`config.mk`:
```
export PLATFORM = sky130hd
export DESIGN_NAME = irq_regbank
export DESIGN_NICKNAME = d
export VERILOG_FILES = /design/src/rtl/irq_regbank.sv
export SDC_FILE = /design/constraint.sdc
export NUM_CORES = 1
export LEC_CHECK = 0
export CAP_MARGIN = 15
export CORE_MARGIN = 5
export CORE_UTILIZATION = 48
export DETAILED_ROUTE_END_ITERATION = 10
export PLACE_DENSITY = 0.81
export SYNTH_ARGS = -nofsm -noshare
export SYNTH_HDL_FRONTEND = slang
export SYNTH_SLANG_ARGS = --single-unit
```
`constraint.sdc`:
```
create_clock -name clk -period 2 [get_ports clk]
set_input_delay 0.4 -clock clk [delete_from_list [all_inputs] [get_ports clk]]
set_output_delay 0.4 -clock clk [all_outputs]
set_load 0.05 [all_outputs]
```
`src/rtl/irq_regbank.sv`:
```
module irq_regbank #(
  parameter int NUM_EVT = 32,
  parameter int ADDR_W  = 8,
  parameter int DATA_W  = 32
) (
  input  logic              clk,
  input  logic              rst_n,
  input  logic [NUM_EVT-1:0] evt_i,
  input  logic [ADDR_W-1:0] addr_i,
  input  logic              wr_en_i,
  input  logic [DATA_W-1:0] wr_data_i,
  output logic [DATA_W-1:0] rd_data_o,
  output logic              irq_o
);

  localparam logic [ADDR_W-1:0] OFS_EN   = ADDR_W'(8'h0C);
  localparam logic [ADDR_W-1:0] OFS_MASK = ADDR_W'(8'h10);
  localparam logic [ADDR_W-1:0] OFS_CLR  = ADDR_W'(8'h14);
  localparam logic [ADDR_W-1:0] OFS_MSTS = ADDR_W'(8'h18);
  localparam logic [ADDR_W-1:0] OFS_STKY = ADDR_W'(8'h1C);
  localparam logic [ADDR_W-1:0] OFS_RAW  = ADDR_W'(8'h20);

  logic               en_q;
  logic [NUM_EVT-1:0] mask_q;
  logic [NUM_EVT-1:0] sticky_q;
  logic [NUM_EVT-1:0] clr_vec;
  logic [NUM_EVT-1:0] masked;
  logic [NUM_EVT-1:0] keep;

  assign clr_vec = (wr_en_i && addr_i == OFS_CLR) ? wr_data_i[NUM_EVT-1:0] : '0;
  assign masked  = sticky_q & mask_q;
  assign keep    = sticky_q & ~clr_vec;

  always_ff @(posedge clk or negedge rst_n) begin
    if (!rst_n) begin
      en_q     <= 1'b0;
      mask_q   <= '0;
      sticky_q <= '0;
      irq_o    <= 1'b0;
    end else begin
      if (wr_en_i && addr_i == OFS_EN)   en_q   <= wr_data_i[0];
      if (wr_en_i && addr_i == OFS_MASK) mask_q <= wr_data_i[NUM_EVT-1:0];
      sticky_q <= keep | evt_i;
      irq_o    <= en_q & (|masked);
    end
  end

  always_comb begin
    rd_data_o = '0;
    unique case (addr_i)
      OFS_EN:   rd_data_o[0]         = en_q;
      OFS_MASK: rd_data_o[NUM_EVT-1:0] = mask_q;
      OFS_MSTS: rd_data_o[NUM_EVT-1:0] = masked;
      OFS_STKY: rd_data_o[NUM_EVT-1:0] = sticky_q;
      OFS_RAW:  rd_data_o[NUM_EVT-1:0] = evt_i;
      default:  rd_data_o = '0;
    endcase
  end

  // Pending bits not being cleared must survive the edge.
  assert_sticky_hold_R3: assert property (@(posedge clk) disable iff (!rst_n)
    1'b1 |=> ((sticky_q & $past(keep)) == $past(keep)));

  // Any event present at an edge is pending afterwards, clear or not.
  assert_event_capture_R5: assert property (@(posedge clk) disable iff (!rst_n)
    1'b1 |=> ((sticky_q & $past(evt_i)) == $past(evt_i)));

  assert_gate_off_R9: assert property (@(posedge clk) disable iff (!rst_n)
    !en_q |=> !irq_o);

  assert_irq_cause_R8: assert property (@(posedge clk) disable iff (!rst_n)
    $rose(irq_o) |-> $past(|(sticky_q & mask_q)));

  always_comb begin
    if (rst_n && addr_i == OFS_CLR)
      assert_clr_reads_zero_R4: assert (rd_data_o == '0);
  end

endmodule

```
==> key figures, run 1 <==
Run status
  • Status: finished, violations left
  • Failing checks: setup timing

Drt
  • DR WL met3: between 1 and 1.5 mm
  • Metal2 WL: 7.40 mm
  • DR top layer: met4
  • Initial DRC Count: 380
  • Final wirelength: 15.0 mm
  • Detailed-route via count: 3768
  • Pre-antenna DRT Iters: 6
  • Wl on met1: 5.44 mm
  • Drt via density: 6.53
  • Mean routed wirelength per cell: between 20 and 30 um
  • DR DRC count: 0
  • Antenna viol nets, final: 0

Clock network
  • Sink Count: 66
  • Clock tree buffer depth: 2
  • TritonCTS clock tree: built
  • Inserted Clock Buffers: 9
  • Skew-Pair Late Insertion Delay: between 0.3 and 0.4 ns
  • H-tree levels: 3
  • Clock transition at the registers of the reported paths: 0.08 ns
  • Root Driver: clkbuf_8
  • Post-CTS Hold Buffers: 0

Layout
  • Final core occ: 0.850
  • Flip-flop and latch area: between 1500 and 2000 um^2
  • Fin area: 6230 um^2
  • Diode count: 0
  • Area of the multi-input gates: 2350 um^2
  • Post-Layout Cell Count: 577
  • Fillers: about 330
  • Layout cells sized above 1: 0.446
  • Area delta synth->final: 71.1%
  • Nets: 548

GRT
  • Initial antenna violation count: 0
  • Vias in the first global route: 4019
  • Total GRT Usage: 0.289
  • GRT overflow: 0
  • First-pass GRT wire length: 21.5 mm
  • Largest net degree at the start of global routing: 67

Timing
  • Final setup vio count: 32
  • Final period utilization: 1.11
  • Max-slew violations: 0
  • Worst slew pin tran: 0.489 ns
  • Slew Limit Headroom: 0.673
  • Clock period minus worst slack: approximately 2.2 ns
  • Final hold violation count: 0
  • Setup ws final: -0.229 ns
  • RSZ-0062 raised after global routing: yes
  • Final Skew: 0.00959 ns
  • Setup TNS: -6.25 ns
  • Max Freq: approximately 0.45 GHz

Synthesis
  • Asr flop ratio synth: 1.00
  • Sequential area share after synthesis: 0.454
  • Post-synth top cells: 66 x dfrtp_1, 65 x nand2_1, 63 x a21o_1, 31 x a22oi_1, 31 x o22ai_1
  • Ys flop type: dfrtp_1
  • Post-Synthesis Cells: 343
  • Most frequent cell after synthesis: dfrtp_1
  • Avg Inst Size Synth: 10.6 um^2
  • Syn_nets: 418
  • Synthesized area: 3640 um^2
  • Post-synthesis register bit count: 66
  • Synth top area share: 0.454
  • Yosys cell types: 31
  • EDFF count, synth: 0
  • Yosys warnings: 0
  • Synth top area cells: dfrtp_1 45%, a21o_1 13%, mux2_4 12%
  • Dominant cell type by area after synthesis: dfrtp_1

Worst setup path
  • Critical-path cell list: buf_8, buf_12, nor4bb_4, buf_6, buf_12, a22oi_1, o22ai_4, a21o_2, buf_12
  • CP top delay family: buffers and inverters
  • CP Capture Type: output pin
  • Startpoint Class: input pin
  • Crit-path max cell delay: 0.26 ns
  • CP max FO: 9
  • Crit path buf inv count: 5
  • Critical Path RT: around 1.6 ns
  • Slowest-stage cell, CP: nor4bb_4
  • Setup Crit Path Kind: in2out
  • CP arrival: 1.83 ns
  • Most used cell, CP: buf_12

Pwr
  • Reg power frac: 0.471
  • Total power draw: 2.98 mW
  • Maximum vdd drop: about 0.34 mV
  • PwrDens: 478 nW/um^2
  • Internal power: 2.13 mW
  • Clk pwr share: 0.352
  • Gate power share: 0.177
  • Sw Ratio: 0.284
  • Switching power: 0.846 mW
  • Pleak: 2.51 nW

Floorplanning
  • Chip height: a little under 100 um
  • Num ports: 108
  • Starting Density: 0.497
  • Die ar.: 9430 um^2
  • Cell row count: 31
  • Die W: 97.1 um
  • Core area: 7330 um^2

Place
  • Dpl cell area: 5410 um^2
  • Final RePlAce weighted congestion: 0.777
  • Placed cells: 544
  • DP HPWL: between 7 and 8 mm
  • Port Buffers: 107

Worst hold path
  • Worst min path class: in2async

Job
  • Max-cap viol count: 0
power groups by stage:
stage / Clock (mW) / Combinational, mW / Sequential (mW)
global placement: 0 / 0.425 / 1.42
CTS: 1.01 / 0.489 / 1.40
finish: 1.05 / 0.527 / 1.40
floorplan: 0 / 0.152 / 1.42
detailed placement: 0 / 0.432 / 1.42
global route: 1.11 / 0.552 / 1.41
through the flow:
stage | setup WS, ns | hold slack, ns
after floorplan | -0.0345 | 0.104
after global placement | -0.593 | 0.447
after detailed placement | -0.670 | 0.445
after CTS | -0.240 | 0.0755
after global routing | -0.265 | 0.0559
final | -0.229 | 0.0359
kinds of logic after synthesis:
logic type,after synthesis,share of synthesized area
DFF,66,0.454
AOI/OAI and AO/OA,129,0.255
and+or+nand+nor,88,0.117
muxes,34,0.136
buffers and inverters,26,0.0392
area by class of cell:
| cell class | count | share of cell area |
|---|---|---|
| Clock inverter | 5 | 0.00482 |
| Multi-Input combinational cell | 251 | 0.378 |
| Clock buffer | 11 | 0.0227 |
| Timing Repair Buffer | 144 | 0.309 |
| Sequential cell | 66 | 0.265 |
| Tap cell | 99 | 0.0199 |
| Inverter | 1 | 0.000603 |
state kept, by name, indices dropped and copies added, names as in the netlist:
name,flops
sticky_q,32
mask_q,32
irq_o,1
en_q,1
cell usage in the layout (no fill, tap or decap), types with 2 or more instances in the layout:
master / count
buf_8: 4
a21o_4: 12
nand2_1: 64
dfrtp_1: 66
a22oi_2: 20
buf_12: 43
buf_16: 2
a21o_2: 19
o22ai_4: 10
clkinvlp_4: 2
clkbuf_8: 10
nor4_1: 2
o22ai_2: 19
mux2_4: 30
buf_2: 5
mux2_1: 2
buf_4: 13
o22ai_1: 2
clkdlybuf4s50_1: 66
clkinv_2: 3
nand4b_1: 2
buf_6: 8
clkbuf_16: 3
nand4_1: 8
a21o_1: 32
a22oi_1: 11
metal layers:
| metal | vias to the layer above | track usage |
|---|---|---|
| met5 | - | 0 |
| met4 | 0 | 0.154 |
| met3 | 72 | 0.0826 |
| met2 | 285 | 0.470 |
| met1 | 1859 | 0.344 |
| li1 | 1552 | - |
timing repair:
item                                    4_1_cts  5_1_grt
setup buffers                                 9        2
endpoints found under the setup margin       64       32
pin swaps                                    23       23
gates resized for setup                      90       34
gates cloned                                  7        3
worst paths after layout:
path                                        start                     end  slack [ns]  cells after the start
max in group asynchronous                   rst_n  mask_q[30]$_DFFE_PN0P_        1.64                      2
hold reg to reg             sticky_q[8]$_DFF_PN0_   sticky_q[8]$_DFF_PN0_        0.52                      1
setup / recovery                        addr_i[0]           rd_data_o[11]       -0.23                      9
setup reg to reg           mask_q[27]$_DFFE_PN0P_         irq_o$_DFF_PN0_        0.52                      4
hold / removal                              rst_n   sticky_q[6]$_DFF_PN0_        0.04                      2
min in group clk            sticky_q[8]$_DFF_PN0_   sticky_q[8]$_DFF_PN0_        0.52                      1
worst register-to-register path: cells and delay by family (launching register included):
| family | cells | cell delay (ns) |
|---|---|---|
| and+or+nand+nor | 3 | 0.78 |
| AOI/OAI and AO/OA | 1 | 0.15 |
| DFF | 1 | 0.41 |
Note: power is estimated with default switching activity, not from simulation.
==> run 2, diff against run 1 <==
--- a/config.mk
+++ b/config.mk
@@ -5,8 +5,8 @@
 export SDC_FILE = /design/constraint.sdc
 export NUM_CORES = 1
 export LEC_CHECK = 0
-export CAP_MARGIN = 15
-export CORE_MARGIN = 5
+export CORE_ASPECT_RATIO = 2
+export CORE_MARGIN = 4
 export CORE_UTILIZATION = 48
 export DETAILED_ROUTE_END_ITERATION = 10
 export PLACE_DENSITY = 0.81
==> key figures, run 2 (synthesis gave the netlist of run 1 again) <==
Timing
  • Max-slew violations: 0
  • Clock period minus worst slack: 2.32 ns
  • Final Skew: 0.00919 ns
  • Final hold violation count: 0
  • Final hold slack: ~0.063 ns
  • Slew Limit Headroom: 0.665
  • RSZ-0062 raised after global routing: yes
  • Max Freq: 0.431 GHz
  • Setup TNS: -8.01 ns
  • Final setup vio count: 32
  • Setup ws final: -0.321 ns
  • Worst slew pin tran: 0.500 ns
  • Final period utilization: 1.16

Layout
  • Area delta synth->final: 81.6%
  • Flip-flop and latch area: 1650 um^2
  • Area of the multi-input gates: 2500 um^2
  • Final core occ: 0.903
  • Fillers: 251
  • Layout cells sized above 1: 0.458
  • Diode count: 0
  • Nets: 554
  • Post-Layout Cell Count: 575
  • Largest registers: mask_q x32, sticky_q x32
  • Most frequent cells in the layout: 66 x dfrtp_1, 66 x clkdlybuf4s50_1, 65 x nand2_1

Run status
  • Status: finished, violations left
  • Failing checks: setup timing

Floorplanning
  • Num ports: ~110
  • Die ar.: slightly above 9000 um^2
  • Chip height: 131 um
  • Cell row count: 44
  • Starting Density: 0.497
  • Die W: around 70 um
  • Core area: 7320 um^2

GRT
  • Routing usage on met1: 0.362
  • Vias in the first global route: around 4300
  • Met2 GRT Util: 0.604
  • First-pass GRT wire length: 24.5 mm
  • Total GRT Usage: 0.351
  • GRT Max-Usage Layer: met2
  • Initial antenna violation count: 0
  • Largest net degree at the start of global routing: 67
  • GRT met3 Usage: 0.0657
  • GRT overflow: 0

Clock network
  • Skew-Pair Late Insertion Delay: 0.33 ns
  • H-tree levels: 3
  • Clock transition at the registers of the reported paths: ~0.05 ns
  • Clock tree buffer depth: 2
  • Root Driver: clkbuf_16
  • TritonCTS clock tree: built
  • Sink Count: 66
  • Post-CTS Hold Buffers: 0
  • Inserted Clock Buffers: 9

Drt
  • Detailed-route via count: 3997
  • Initial DRC Count: 447
  • Final wirelength: 18.0 mm
  • DR DRC count: 0
  • Drt via density: 6.95
  • Mean routed wirelength per cell: 31.2 um
  • Antenna viol nets, final: 0
  • Pre-antenna DRT Iters: 7

Worst setup path
  • Crit path from: addr_i[2]
  • Capture point of the worst path: rd_data_o[12]
  • R2R Path Start: sticky_q[2]$_DFF_PN0_
  • RR Endpoint: irq_o$_DFF_PN0_
  • R2R cell count: 4
  • Setup Crit Path Kind: in2out
  • CP max FO: 5
  • CP Capture Type: output pin
  • CP arrival: between 1.5 and 2 ns
  • R2r setup slk: 0.36 ns
  • Critical Path RT: 1.60 ns
  • Startpoint Class: input pin

Job
  • Max-cap viol count: 0

Place
  • Final RePlAce weighted congestion: 0.850
  • Port Buffers: 107
  • Setup WS pre-CTS: -0.666 ns
  • Placed cells: 539
  • DP HPWL: 8.55 mm

Worst hold path
  • Worst min path class: in2async

Pwr
  • PwrDens: between 500 and 600 nW/um^2
  • Pleak: 2.62 nW
  • Maximum vdd drop: 0.623 mV
## run 2: cell type report
type,count,share of cell area
clock buffers,14,0.0429
clock inverters,1,0.00114
repair buffers,150,0.310
flip-flops and latches,66,0.250
inverters,1,0.000568
multi-input cells,251,0.378
well taps,92,0.0174
## run 2: critical path, stage by stage
cell     delay (ns)
buf_8          0.10
nor4_4         0.38
buf_6          0.19
buf_12         0.10
buf_12         0.10
a22oi_1        0.13
o22ai_4        0.21
a21o_4         0.15
buf_12         0.14
## run 2: repair_timing
item / CTS / global route
pin swaps: 22 / 25
endpoints found under the setup margin: 64 / 32
setup buffers: 9 / 3
gates cloned: 9 / 2
resized for setup: 107 / 36
## run 2: report_power, final
part / leakage [nW] / internal, mW / switching, mW / total (mW)
logic: 1.73 / 0.298 / 0.281 / 0.579
clock network: 0.141 / 0.969 / 0.584 / 1.55
registers: 0.749 / 1.37 / 0.0399 / 1.41
## run 2: worst min path at each step
stage | from | endpoint | slack [ns]
after global placement | rst_n | sticky_q[0]$_DFF_PN0_ | 0.44
final | rst_n | mask_q[7]$_DFFE_PN0P_ | 0.06
after CTS | rst_n | mask_q[7]$_DFFE_PN0P_ | 0.1
after detailed placement | rst_n | sticky_q[0]$_DFF_PN0_ | 0.44
after global routing | rst_n | sticky_q[0]$_DFF_PN0_ | 0.11
after floorplan | rst_n | en_q$_DFFE_PN0P_ | 0.10
## run 2: metrics by stage
stage	cell area [um^2]	power [mW]
after CTS	6330	3.43
after floorplan	3840	1.57
after global routing	6610	3.63
final	6610	3.54
after global placement	5430	1.84
after detailed placement	5430	1.86
## run 2: metal layers
| layer | wire length, um | vias to the layer above |
|---|---|---|
| met1 | 5620 | 1957 |
| li1 | - | 1582 |
| met4 | 1730 | 0 |
| met3 | 1280 | 126 |
| met5 | 0 | - |
| met2 | 9310 | 332 |
==> run 3, diff against run 2 <==
--- a/config.mk
+++ b/config.mk
@@ -7,9 +7,9 @@
 export LEC_CHECK = 0
 export CORE_ASPECT_RATIO = 2
 export CORE_MARGIN = 4
-export CORE_UTILIZATION = 48
+export CORE_UTILIZATION = 35
 export DETAILED_ROUTE_END_ITERATION = 10
-export PLACE_DENSITY = 0.81
+export SETUP_SLACK_MARGIN = 0.02
 export SYNTH_ARGS = -nofsm -noshare
 export SYNTH_HDL_FRONTEND = slang
 export SYNTH_SLANG_ARGS = --single-unit
==> key figures, run 3 (synthesis gave the netlist of run 1 again) <==
Run status
  • Status: finished, violations left
  • Failing checks: setup timing

Drt
  • Drt via density: 5.63
  • Final wirelength: around 13 mm
  • DR DRC count: 0
  • Detailed-route via count: 3482
  • Pre-antenna DRT Iters: 4
  • Antenna viol nets, final: 0
  • Mean routed wirelength per cell: 21.5 um
  • Initial DRC Count: 134

GRT
  • GRT overflow: 0
  • Initial antenna violation count: 0
  • First-pass GRT wire length: 20.7 mm
  • Vias in the first global route: 3862
  • Total GRT Usage: 0.224
  • Largest net degree at the start of global routing: 67

Floorplanning
  • Starting Density: 0.359
  • Cell row count: 52
  • Core area: 10100 um^2
  • Die ar.: 12200 um^2
  • Die W: 80.1 um
  • Chip height: about 150 um
  • Num ports: 108

Layout
  • Area of the multi-input gates: 2450 um^2
  • Nets: 556
  • Fillers: approximately 800
  • Area delta synth->final: 81.8%
  • Commonest non-fill, non-tap cell in the layout: dfrtp_1
  • Final core occ: 0.652
  • Fin area: 6620 um^2
  • Most frequent cells in the layout: 66 x dfrtp_1, 65 x clkdlybuf4s50_1, 64 x nand2_1
  • Post-Layout Cell Count: 618
  • Largest registers: mask_q x32, sticky_q x32
  • Layout cells sized above 1: 0.462
  • Flip-flop and latch area: 1650 um^2
  • Diode count: 0

Pwr
  • Pleak: 2.65 nW
  • PwrDens: 498 nW/um^2
  • Maximum vdd drop: between 0.4 and 0.5 mV
  • Total power draw: 3.29 mW

Timing
  • Worst slew pin tran: 0.364 ns
  • Max-slew violations: 0
  • Final hold slack: 0.0905 ns
  • Final Skew: 0.00386 ns
  • Clock period minus worst slack: around 2.2 ns
  • Slew Limit Headroom: 0.755
  • Setup ws final: -0.216 ns
  • Setup TNS: -6.22 ns
  • Final hold violation count: 0
  • RSZ-0062 raised after global routing: yes
  • Max Freq: 0.451 GHz
  • Final period utilization: 1.11
  • Final setup vio count: 32

Place
  • Dpl cell area: 5440 um^2
  • Final RePlAce weighted congestion: 0.825
  • DP HPWL: 8.45 mm
  • Placed cells: 585
  • Port Buffers: 107
  • Setup WS pre-CTS: -0.642 ns

Worst setup path
  • Startpoint Class: input pin
  • CP max FO: 7
  • Critical Path RT: roughly 1.6 ns
  • CP Capture Type: output pin
  • Setup Crit Path Kind: in2out
  • CP arrival: 1.82 ns

Clock network
  • TritonCTS clock tree: built
  • Skew-Pair Late Insertion Delay: 0.33 ns
  • Clock transition at the registers of the reported paths: 0.05 ns
  • Sink Count: 66
  • Post-CTS Hold Buffers: 0
  • Root Driver: clkbuf_16
  • Inserted Clock Buffers: 9
  • Clock tree buffer depth: 2
  • H-tree levels: 3

Worst hold path
  • Worst min path class: in2async

Job
  • Max-cap viol count: 0
-- run 3: cell type report --
| cell class | instances | area share |
|---|---|---|
| clock inverters | 1 | 0.000756 |
| inverters | 1 | 0.000567 |
| multi-input cells | 251 | 0.370 |
| well taps | 135 | 0.0255 |
| clock buffers | 12 | 0.0357 |
| flip-flops and latches | 66 | 0.250 |
| repair buffers | 152 | 0.318 |
-- run 3: worst max-delay path, stage by stage --
cell     delay [ns]
buf_8          0.10
or4b_4         0.58
buf_12         0.17
buf_16         0.15
o22ai_4        0.15
a21o_2         0.14
buf_12         0.13
-- run 3: layer usage --
| layer | vias up | share of wire | GRT usage |
|---|---|---|---|
| met1 | 1725 | 0.34 | 0.224 |
| met3 | 40 | 0.045 | 0.0414 |
| met2 | 140 | 0.57 | 0.413 |
| li1 | 1577 | - | - |
| met4 | 0 | 0.051 | 0.130 |
| met5 | - | 0 | 0 |
-- run 3: what timing repair did --
action | 4_1_cts | 5_1_grt
endpoints found under the setup margin | 84 | 32
pin swaps | 36 | 12
buffers inserted | 9 | 0
gates cloned | 11 | 0
resized for setup | 145 | 22
-- run 3: path summary, 6_finish.rpt --
check	slack, ns	endpoint	cells after the start	startpoint
worst max-delay path	-0.22	rd_data_o[30]	7	addr_i[5]
worst min-delay path	0.09	sticky_q[0]$_DFF_PN0_	2	rst_n
worst max register to register	0.50	irq_o$_DFF_PN0_	4	mask_q[28]$_DFFE_PN0P_
worst min register to register	0.50	sticky_q[31]$_DFF_PN0_	1	sticky_q[31]$_DFF_PN0_
max in group asynchronous	1.62	sticky_q[30]$_DFF_PN0_	2	rst_n
min in group clk	0.50	sticky_q[31]$_DFF_PN0_	1	sticky_q[31]$_DFF_PN0_
-- run 3: where the power goes --
part	internal, mW	switching (mW)
Sequential	1.37	0.0328
Combinational	0.302	0.242
Clock	0.815	0.531
Total	2.49	0.806
